## src/rtl/dramInitPkg.sv

```systemverilog
package dramInitPkg;

  typedef enum logic [1:0] {
    ST_PAUSE = 2'd0,
    ST_LOW   = 2'd1,
    ST_HIGH  = 2'd2,
    ST_READY = 2'd3
  } seqState_t;

  // strobes from control to datapath
  typedef struct packed {
    logic clrTimer;
    logic incTimer;
    logic clrPhase;
    logic incPhase;
    logic clrCycle;
    logic incCycle;
  } seqStrobes_t;

endpackage

```

## src/rtl/dramInitDatapath.sv

```systemverilog
module dramInitDatapath
  import dramInitPkg::*;
#(
  parameter int PAUSE_CLKS    = 20000,
  parameter int IDLE_CLKS     = 1600000,
  parameter int INIT_CYCLES   = 8,
  parameter int RAS_LOW_CLKS  = 4,
  parameter int RAS_HIGH_CLKS = 3
) (
  input  logic        clk,
  input  logic        rstN,
  input  seqStrobes_t strobes,
  output logic        pauseDone,
  output logic        idleHit,
  output logic        lowDone,
  output logic        highDone,
  output logic        lastCycle
);

  localparam int TIMER_MAX = (PAUSE_CLKS > IDLE_CLKS) ? PAUSE_CLKS : IDLE_CLKS;
  localparam int TIMER_W   = $clog2(TIMER_MAX + 1);
  localparam int PHASE_MAX = (RAS_LOW_CLKS > RAS_HIGH_CLKS) ? RAS_LOW_CLKS : RAS_HIGH_CLKS;
  localparam int PHASE_W   = $clog2(PHASE_MAX + 1);
  localparam int CYCLE_W   = $clog2(INIT_CYCLES + 1);

  localparam logic [TIMER_W-1:0] PAUSE_LAST = TIMER_W'(PAUSE_CLKS - 1);
  localparam logic [TIMER_W-1:0] IDLE_LAST  = TIMER_W'(IDLE_CLKS - 1);
  localparam logic [PHASE_W-1:0] LOW_LAST   = PHASE_W'(RAS_LOW_CLKS - 1);
  localparam logic [PHASE_W-1:0] HIGH_LAST  = PHASE_W'(RAS_HIGH_CLKS - 1);
  localparam logic [CYCLE_W-1:0] CYCLE_LAST = CYCLE_W'(INIT_CYCLES - 1);

  logic [TIMER_W-1:0] timerQ;
  logic [PHASE_W-1:0] phaseQ;
  logic [CYCLE_W-1:0] cycleQ;

  // shared timer: pause length, then idle interval
  always_ff @(posedge clk or negedge rstN) begin
    if (!rstN)                 timerQ <= '0;
    else if (strobes.clrTimer) timerQ <= '0;
    else if (strobes.incTimer) timerQ <= timerQ + 1'b1;
  end

  always_ff @(posedge clk or negedge rstN) begin
    if (!rstN)                 phaseQ <= '0;
    else if (strobes.clrPhase) phaseQ <= '0;
    else if (strobes.incPhase) phaseQ <= phaseQ + 1'b1;
  end

  always_ff @(posedge clk or negedge rstN) begin
    if (!rstN)                 cycleQ <= '0;
    else if (strobes.clrCycle) cycleQ <= '0;
    else if (strobes.incCycle) cycleQ <= cycleQ + 1'b1;
  end

  assign pauseDone = (timerQ == PAUSE_LAST);
  assign idleHit   = (timerQ == IDLE_LAST);
  assign lowDone   = (phaseQ == LOW_LAST);
  assign highDone  = (phaseQ == HIGH_LAST);
  assign lastCycle = (cycleQ == CYCLE_LAST);

endmodule

```

## src/rtl/dramInitControl.sv

```systemverilog
module dramInitControl
  import dramInitPkg::*;
(
  input  logic        clk,
  input  logic        rstN,
  input  logic        activity,
  input  logic        pauseDone,
  input  logic        idleHit,
  input  logic        lowDone,
  input  logic        highDone,
  input  logic        lastCycle,
  output seqStrobes_t strobes,
  output logic        rasN,
  output logic        ready
);

  seqState_t stateQ, stateD;

  always_comb begin
    stateD  = stateQ;
    strobes = '0;
    unique case (stateQ)
      ST_PAUSE: begin
        strobes.incTimer = 1'b1;
        if (pauseDone) begin
          stateD           = ST_LOW;
          strobes.clrPhase = 1'b1;
          strobes.clrCycle = 1'b1;
        end
      end
      ST_LOW: begin
        strobes.incPhase = 1'b1;
        if (lowDone) begin
          stateD           = ST_HIGH;
          strobes.clrPhase = 1'b1;
        end
      end
      ST_HIGH: begin
        strobes.incPhase = 1'b1;
        if (highDone) begin
          strobes.clrPhase = 1'b1;
          if (lastCycle) begin
            stateD           = ST_READY;
            strobes.clrTimer = 1'b1;
          end else begin
            stateD           = ST_LOW;
            strobes.incCycle = 1'b1;
          end
        end
      end
      ST_READY: begin
        if (activity) begin
          strobes.clrTimer = 1'b1;
        end else if (idleHit) begin
          stateD           = ST_LOW;
          strobes.clrPhase = 1'b1;
          strobes.clrCycle = 1'b1;
        end else begin
          strobes.incTimer = 1'b1;
        end
      end
      default: stateD = ST_PAUSE;
    endcase
  end

  always_ff @(posedge clk or negedge rstN) begin
    if (!rstN) begin
      stateQ <= ST_PAUSE;
      rasN   <= 1'b1;
      ready  <= 1'b0;
    end else begin
      stateQ <= stateD;
      rasN   <= (stateD != ST_LOW);
      ready  <= (stateD == ST_READY);
    end
  end

endmodule

```

## src/rtl/dramInitSeq.sv

```systemverilog
module dramInitSeq
  import dramInitPkg::*;
#(
  parameter longint unsigned CLK_FREQ_HZ = 100_000_000,
  parameter int PAUSE_US      = 200,
  parameter int REFRESH_US    = 16000,
  parameter int INIT_CYCLES   = 8,
  parameter int RAS_LOW_CLKS  = 4,
  parameter int RAS_HIGH_CLKS = 3
) (
  input  logic clk,
  input  logic rstN,
  input  logic activity,
  output logic rasN,
  output logic casN,
  output logic ready
);

  // microsecond spans to clock counts, rounded up
  localparam longint unsigned PAUSE_L =
    (longint'(PAUSE_US) * CLK_FREQ_HZ + 64'd999_999) / 64'd1_000_000;
  localparam longint unsigned IDLE_L =
    (longint'(REFRESH_US) * CLK_FREQ_HZ + 64'd999_999) / 64'd1_000_000;
  localparam int PAUSE_CLKS = int'(PAUSE_L);
  localparam int IDLE_CLKS  = int'(IDLE_L);

  seqStrobes_t strobes;
  logic pauseDone, idleHit, lowDone, highDone, lastCycle;

  dramInitDatapath #(
    .PAUSE_CLKS   (PAUSE_CLKS),
    .IDLE_CLKS    (IDLE_CLKS),
    .INIT_CYCLES  (INIT_CYCLES),
    .RAS_LOW_CLKS (RAS_LOW_CLKS),
    .RAS_HIGH_CLKS(RAS_HIGH_CLKS)
  ) i_datapath (
    .clk      (clk),
    .rstN     (rstN),
    .strobes  (strobes),
    .pauseDone(pauseDone),
    .idleHit  (idleHit),
    .lowDone  (lowDone),
    .highDone (highDone),
    .lastCycle(lastCycle)
  );

  dramInitControl i_control (
    .clk      (clk),
    .rstN     (rstN),
    .activity (activity),
    .pauseDone(pauseDone),
    .idleHit  (idleHit),
    .lowDone  (lowDone),
    .highDone (highDone),
    .lastCycle(lastCycle),
    .strobes  (strobes),
    .rasN     (rasN),
    .ready    (ready)
  );

  // column strobe is never used by this sequencer
  assign casN = 1'b1;

endmodule

```

## config.mk

```make
export PLATFORM = sky130hd
export DESIGN_NAME = dramInitSeq
export DESIGN_NICKNAME = d
export VERILOG_FILES = /design/src/rtl/dramInitPkg.sv /design/src/rtl/dramInitDatapath.sv /design/src/rtl/dramInitControl.sv /design/src/rtl/dramInitSeq.sv
export SDC_FILE = /design/constraint.sdc
export NUM_CORES = 1
export LEC_CHECK = 0
export ABC_AREA = 1
export BUFFER_PORTS_ARGS = -buffer_cell sky130_fd_sc_hd__buf_2
export CAP_MARGIN = 20
export CORE_ASPECT_RATIO = 1.4
export CORE_MARGIN = 4
export CORE_UTILIZATION = 40
export CTS_CLUSTER_DIAMETER = 200
export DETAILED_ROUTE_END_ITERATION = 12
export GPL_TIMING_DRIVEN = 1
export PLACE_DENSITY_LB_ADDON = 0.08
export SLEW_MARGIN = 20
export SYNTH_ARGS = -nofsm -noshare
export SYNTH_HDL_FRONTEND = slang
export SYNTH_SLANG_ARGS = --single-unit
```

## constraint.sdc

```tcl
create_clock -name clk -period 1.96 [get_ports clk]
set_input_delay 0.392 -clock clk [delete_from_list [all_inputs] [get_ports clk]]
set_output_delay 0.392 -clock clk [all_outputs]
set_load 0.01 [all_outputs]
```

Word level (Yosys, flattened, before mapping). Cells that the tools add are included.

Flip-flop bits (word level): 32. Input bits: 3. Output and inout bits: 3.

Add/sub/neg operators: 3. Equal/unequal tests: 10. Muxes and demuxes: 31. Reductions and logical operators: 5.

Operator list (count): $mux 21 (2); $add 21x1->21 const B (1); $eq 21x15->1 const B (1); $eq 21x21->1 const B (1); $mux 2 (7); $mux 1 (13); $mux 4 (2); $pmux 2 s4 (1); $eq 2x2->1 const B (3); $eq 3x2->1 const B (2); $mux 3 (2); $pmux 1 s2 (3); $reduce_bool 2->1 (3); $add 4x1->4 const B (1); $eq 4x3->1 const B (1); $pmux 1 s4 (1); $add 3x1->3 const B (1); $eq 2x1->1 const B (1); $logic_not 2->1 (1); $ne 2x1->1 const B (1); $reduce_or 2->1 (1).

Logic depth before layout (Yosys ltp).
Depth after elaboration: 6. Gate-level depth with buffers: 13. Gate-level depth less buffers: 12.

Cells and area by module. Synthesis repeated with hierarchy kept, for this count alone.

Cell total of the unflattened synthesis: 291. Area, all modules: 2080.7 um^2.

Modules (own cells, without submodules): dramInitDatapath (instances 1, cells each 230, area an instance 1660.3 um^2, sequential area each 700.7 um^2); dramInitControl (instances 1, cells each 59, area an instance 409.1 um^2, sequential area each 101.3 um^2); dramInitSeq (instances 1, cells each 2, area an instance 11.3 um^2, sequential area each 0.0 um^2).

Worst setup path after synthesis. Ideal clock, no wire load.

Path type: reg2reg. From: reg i_control.stateQ[0]. To: reg i_datapath.timerQ[14]. Setup time: 0.117 ns. Arrival time: 1.575 ns. Required time: 1.843 ns. Setup slack: 0.268 ns. Cell stages (with the launch flop): 11. Buffers on the path: 1. Clock period less this slack: 1.692 ns. Cells stage by stage: dfrtp_1 inv_1 ha_1 inv_1 nor2_2 inv_1 o22ai_4 clkbuf_1 nor2_1 nand2_1 nand2_1.

Longest elaborated chain between the ends: 3. Elaborated cells between the ends (all ways): 7.

Ends and longest elaborated chain: from (decl) (line dramInitControl.sv:17) `seqState_t stateQ, stateD;`; from (signal assigned) (line dramInitControl.sv:72) `stateQ <= stateD;`; $eq 2x2->1 / $logic_not 2->1 (equally long branches) (line dramInitControl.sv:22) `unique case (stateQ)`; $pmux 1 s2 (line dramInitControl.sv:22); $mux 21 / $reduce_bool 2->1 (equally long branches); to (signal assigned) (line dramInitDatapath.sv:40) `else if (strobes.incTimer) timerQ <= timerQ + 1'b1;`; to (decl) (line dramInitDatapath.sv:32) `logic [TIMER_W-1:0] timerQ;`.

Parallel ways exist; a longest one is shown, timed or not. A chain may end at the register's enable or synchronous reset.

Final worst setup path.
From: reg i_control.stateQ[0]. To: reg i_datapath.timerQ[9].

Same word-level chain as after synthesis.

==> results.toml <==
[timing]
grt_setup_unrepaired = "false"
finalCritPeriodShare_pct = 91.6
timing.final.crit_period_ps = 1800
timing_max_transition_violations_final = 0
number_of_endpoints_with_negative_hold_slack_in_the_final_report = 0
max_freq_mhz = 557
fin_setup_tns_ps = 0
clock_skew_ps = 3.95
setup_violating_endpoint_count_in_the_final_report = 0
layout_setup_ws_ps = 164

[placement]
dpl.hpwl_mm = 4.47
dpl_worst_slack_ps = 138
numPortBuffers = 4
numPlacedInstances = 412
place.gp.congestion = 0.889

[synthesis]
post_synth_main_area_contributors = "dfrtp_1, nand2_1, nor2_1"
netlist-cell-type-count = 31
synth.net_count = 348
async_reset_ff_share_pct = 100
seq_area_frac_synth_pct = 34.8
netlist_area_um2 = 2310
synth_top_flop_cell = "dfrtp_1"
post-synth-top-area-fraction_pct = 33.6
synth.ff_latch_count = 32
netlist_instances = 335
synth_edf_count = 0
ys_warn_count = 0
syn_avg_cell_area_um2 = 6.89
leading_area_contributor_after_synthesis = "dfrtp_1"

[worst_setup_path]
critical_path.slowest_cell = "dfrtp_1"
rr_startpoint = "i_control.stateQ[0]"
required_ps = 2140
endpoint_kind = "flip-flop"
r2r-end = "i_datapath.timerQ[9]"
cp_common_cell = "inv_1"
delay_contributed_by_the_slowest_stage_of_the_critical_path_ps = 410
worst_ep_arrival_time_ps = 1980
reg2reg_depth = 10
crit_fanout = 10
cp_cell_sequence = "inv_1, ha_1, inv_1, nor2_2, inv_1, o22ai_4, inv_2, buf_4, nand3_1, nand2_1"
reg2reg_setup_slack_ps = 160
timing.critical_path.buf_inv = 5
worst-setup-path-type = "flip-flop to flip-flop"
critPathLaunchType = "flip-flop"
kind_of_cell_adding_the_most_delay_to_the_critical_path = "buffers and inverters"

[floorplanning]
floorplan.rows = 32
coreArea_um2 = 5570
dieHeight_um = 97.9
fp.dieArea_um2 = 7060
fp.dieW_um = 72.2
ioPinCount = 6
floorplan.initialDensity_pct = 41.5

[clock_network]
clk_pin_slew_worst_paths_ps = 70
cts_inserted_buffers = 5
skew_pair_late_insertion_delay_ps = 290
clock_tree.htree_level_count = 2
cts_tree = "built"
clock-sinks = 32
cts.path.max_buffers = 2
cts_root_buf = "clkbuf_8"
postCtsHoldBufs = 0

[finish]
final_layout_size_suffix_gt1_share_pct = 12.5
finalCoreUtilization_pct = 45.7
commonest_non_fill_non_tap_cells_in_the_layout = "nand2_1, nor2_1, nand3_1"
n_antenna_cell = 0
most_common_cell_after_layout_fill_and_taps_aside = "nand2_1"
finalNonFillerCells = 420
synthToLayoutAreaGrowth_pct = 10.2
final-seq-area_um2 = 802
design.final.nets = 364
multiInputGateArea_um2 = 1320
fillers = 581

[route]
routedWlPerCell_um = 13.9
detail_route.wirelength_mm = 5.84
drt_first_pass_iters = 4
num_vias = 2097
vias_per_cell = 4.99
route.detailed.drc = 0
first_iter_violations = 127
antenna_violating_nets_post_route = 0

[status]
status = "complete, no violations"

[global_route]
grt_first_pass_wirelength_mm = 9.89
grt_antenna_before_repair = 0
via_count_of_the_first_global_routing_pass = 2128
grtUsageTotal_pct = 17.8
grt_remaining_overflow = 0
grt_max_degree = 33

[power_and_ir_drop]
power_density_nw_per_um2 = 482
worst_ir_drop_vdd_uv = 225
p_leak_nw = 1.27

[job]
max_cap_viols = 0

[min_path]
min_path_type = "primary input to asynchronous set/reset pin"
worst max-delay path by stage:
stage,endpoint,slack (ps),startpoint,cells past startpoint
6_report,i_datapath.timerQ[9],160,i_control.stateQ[0],10
5_1_grt,i_datapath.timerQ[9],2,i_control.stateQ[0],10
4_1_cts,i_datapath.timerQ[7],130,i_datapath.timerQ[16],12
3_5_place_dp,i_datapath.timerQ[7],140,i_datapath.timerQ[16],12
3_3_place_gp,i_datapath.timerQ[7],130,i_datapath.timerQ[16],12
2_1_floorplan,i_datapath.timerQ[14],270,i_control.stateQ[0],10
state kept, by name (all words and copies together) (netlist names):
| name | cells |
|---|---|
| i_control.stateQ | 2 |
| i_datapath.timerQ | 21 |
| i_datapath.cycleQ | 4 |
| i_control.rasN | 1 |
| i_datapath.phaseQ | 3 |
| i_control.ready | 1 |
logic make-up after synthesis:
kind of cell / after synthesis / share of synthesized area (%)
xor+xnor: 16 / 6.07
compound gates: 15 / 4.01
fa+ha+maj: 10 / 5.42
other cells: 1 / 0.163
simple gates: 219 / 41.3
buf+inv: 42 / 8.24
flops: 32 / 34.8
synth_stat cells, types with 2 or more instances:
cell	n
nand2_1	102
nor2_1	54
nand3_1	38
dfrtp_1	31
inv_1	29
xor2_1	13
ha_1	10
nand4_1	8
a21oi_1	7
o21ai_0	6
buf_6	3
inv_2	3
nand2_2	3
nand2_4	3
nor2_2	3
nor3_1	3
xnor2_1	3
buf_4	2
clkbuf_1	2
per-layer routing:
| layer | wire length (µm) | up-vias | GRT usage, % | share of wire, % |
|---|---|---|---|---|
| li1 | - | 1083 | - | - |
| met1 | 2420 | 963 | 19.5 | 41 |
| met2 | 3120 | 38 | 33.3 | 53 |
| met3 | 144 | 13 | 2.57 | 2.5 |
| met4 | 159 | 0 | 6.95 | 2.7 |
| met5 | 0 | - | 0 | 0 |
where the power goes:
group	switching, W	internal (W)
logic	0.0000161	0.00000290
clock network	0.000267	0.000280
registers	0	0.000660
total	0.000283	0.000943
worst reg2reg max path, cell delays in order, from the launching register on:
cell and delay [ps]:
dfrtp_1 410, inv_1 130, ha_1 190, inv_1 60, nor2_2 180, inv_1 110
o22ai_4 120, inv_2 130, buf_4 190, nand3_1 110, nand2_1 70
layout make-up:
class                      instances  share of cell area (%)
sequential                        32                    31.5
timing repair buffer              17                    4.62
clock buffer                       6                    3.25
tap                               68                    3.34
inverter                          34                    5.07
clock inverter                     2                   0.394
multi-input combinational        261                    51.8
timing repair:
item / CTS / global route
resized for setup: 0 / 1
endpoints found under the setup margin: 0 / 11
setup buffers: 0 / 0
through the flow:
step	hold slack [ps]	instance area, µm²	power, W
after floorplan	96.4	2310	0.000676
after global placement	449	2450	0.000693
after detailed placement	452	2450	0.000693
after CTS	141	2540	0.00124
after global routing	165	2540	0.00127
final	123	2540	0.00123
Power figures use the tool's default switching activity.
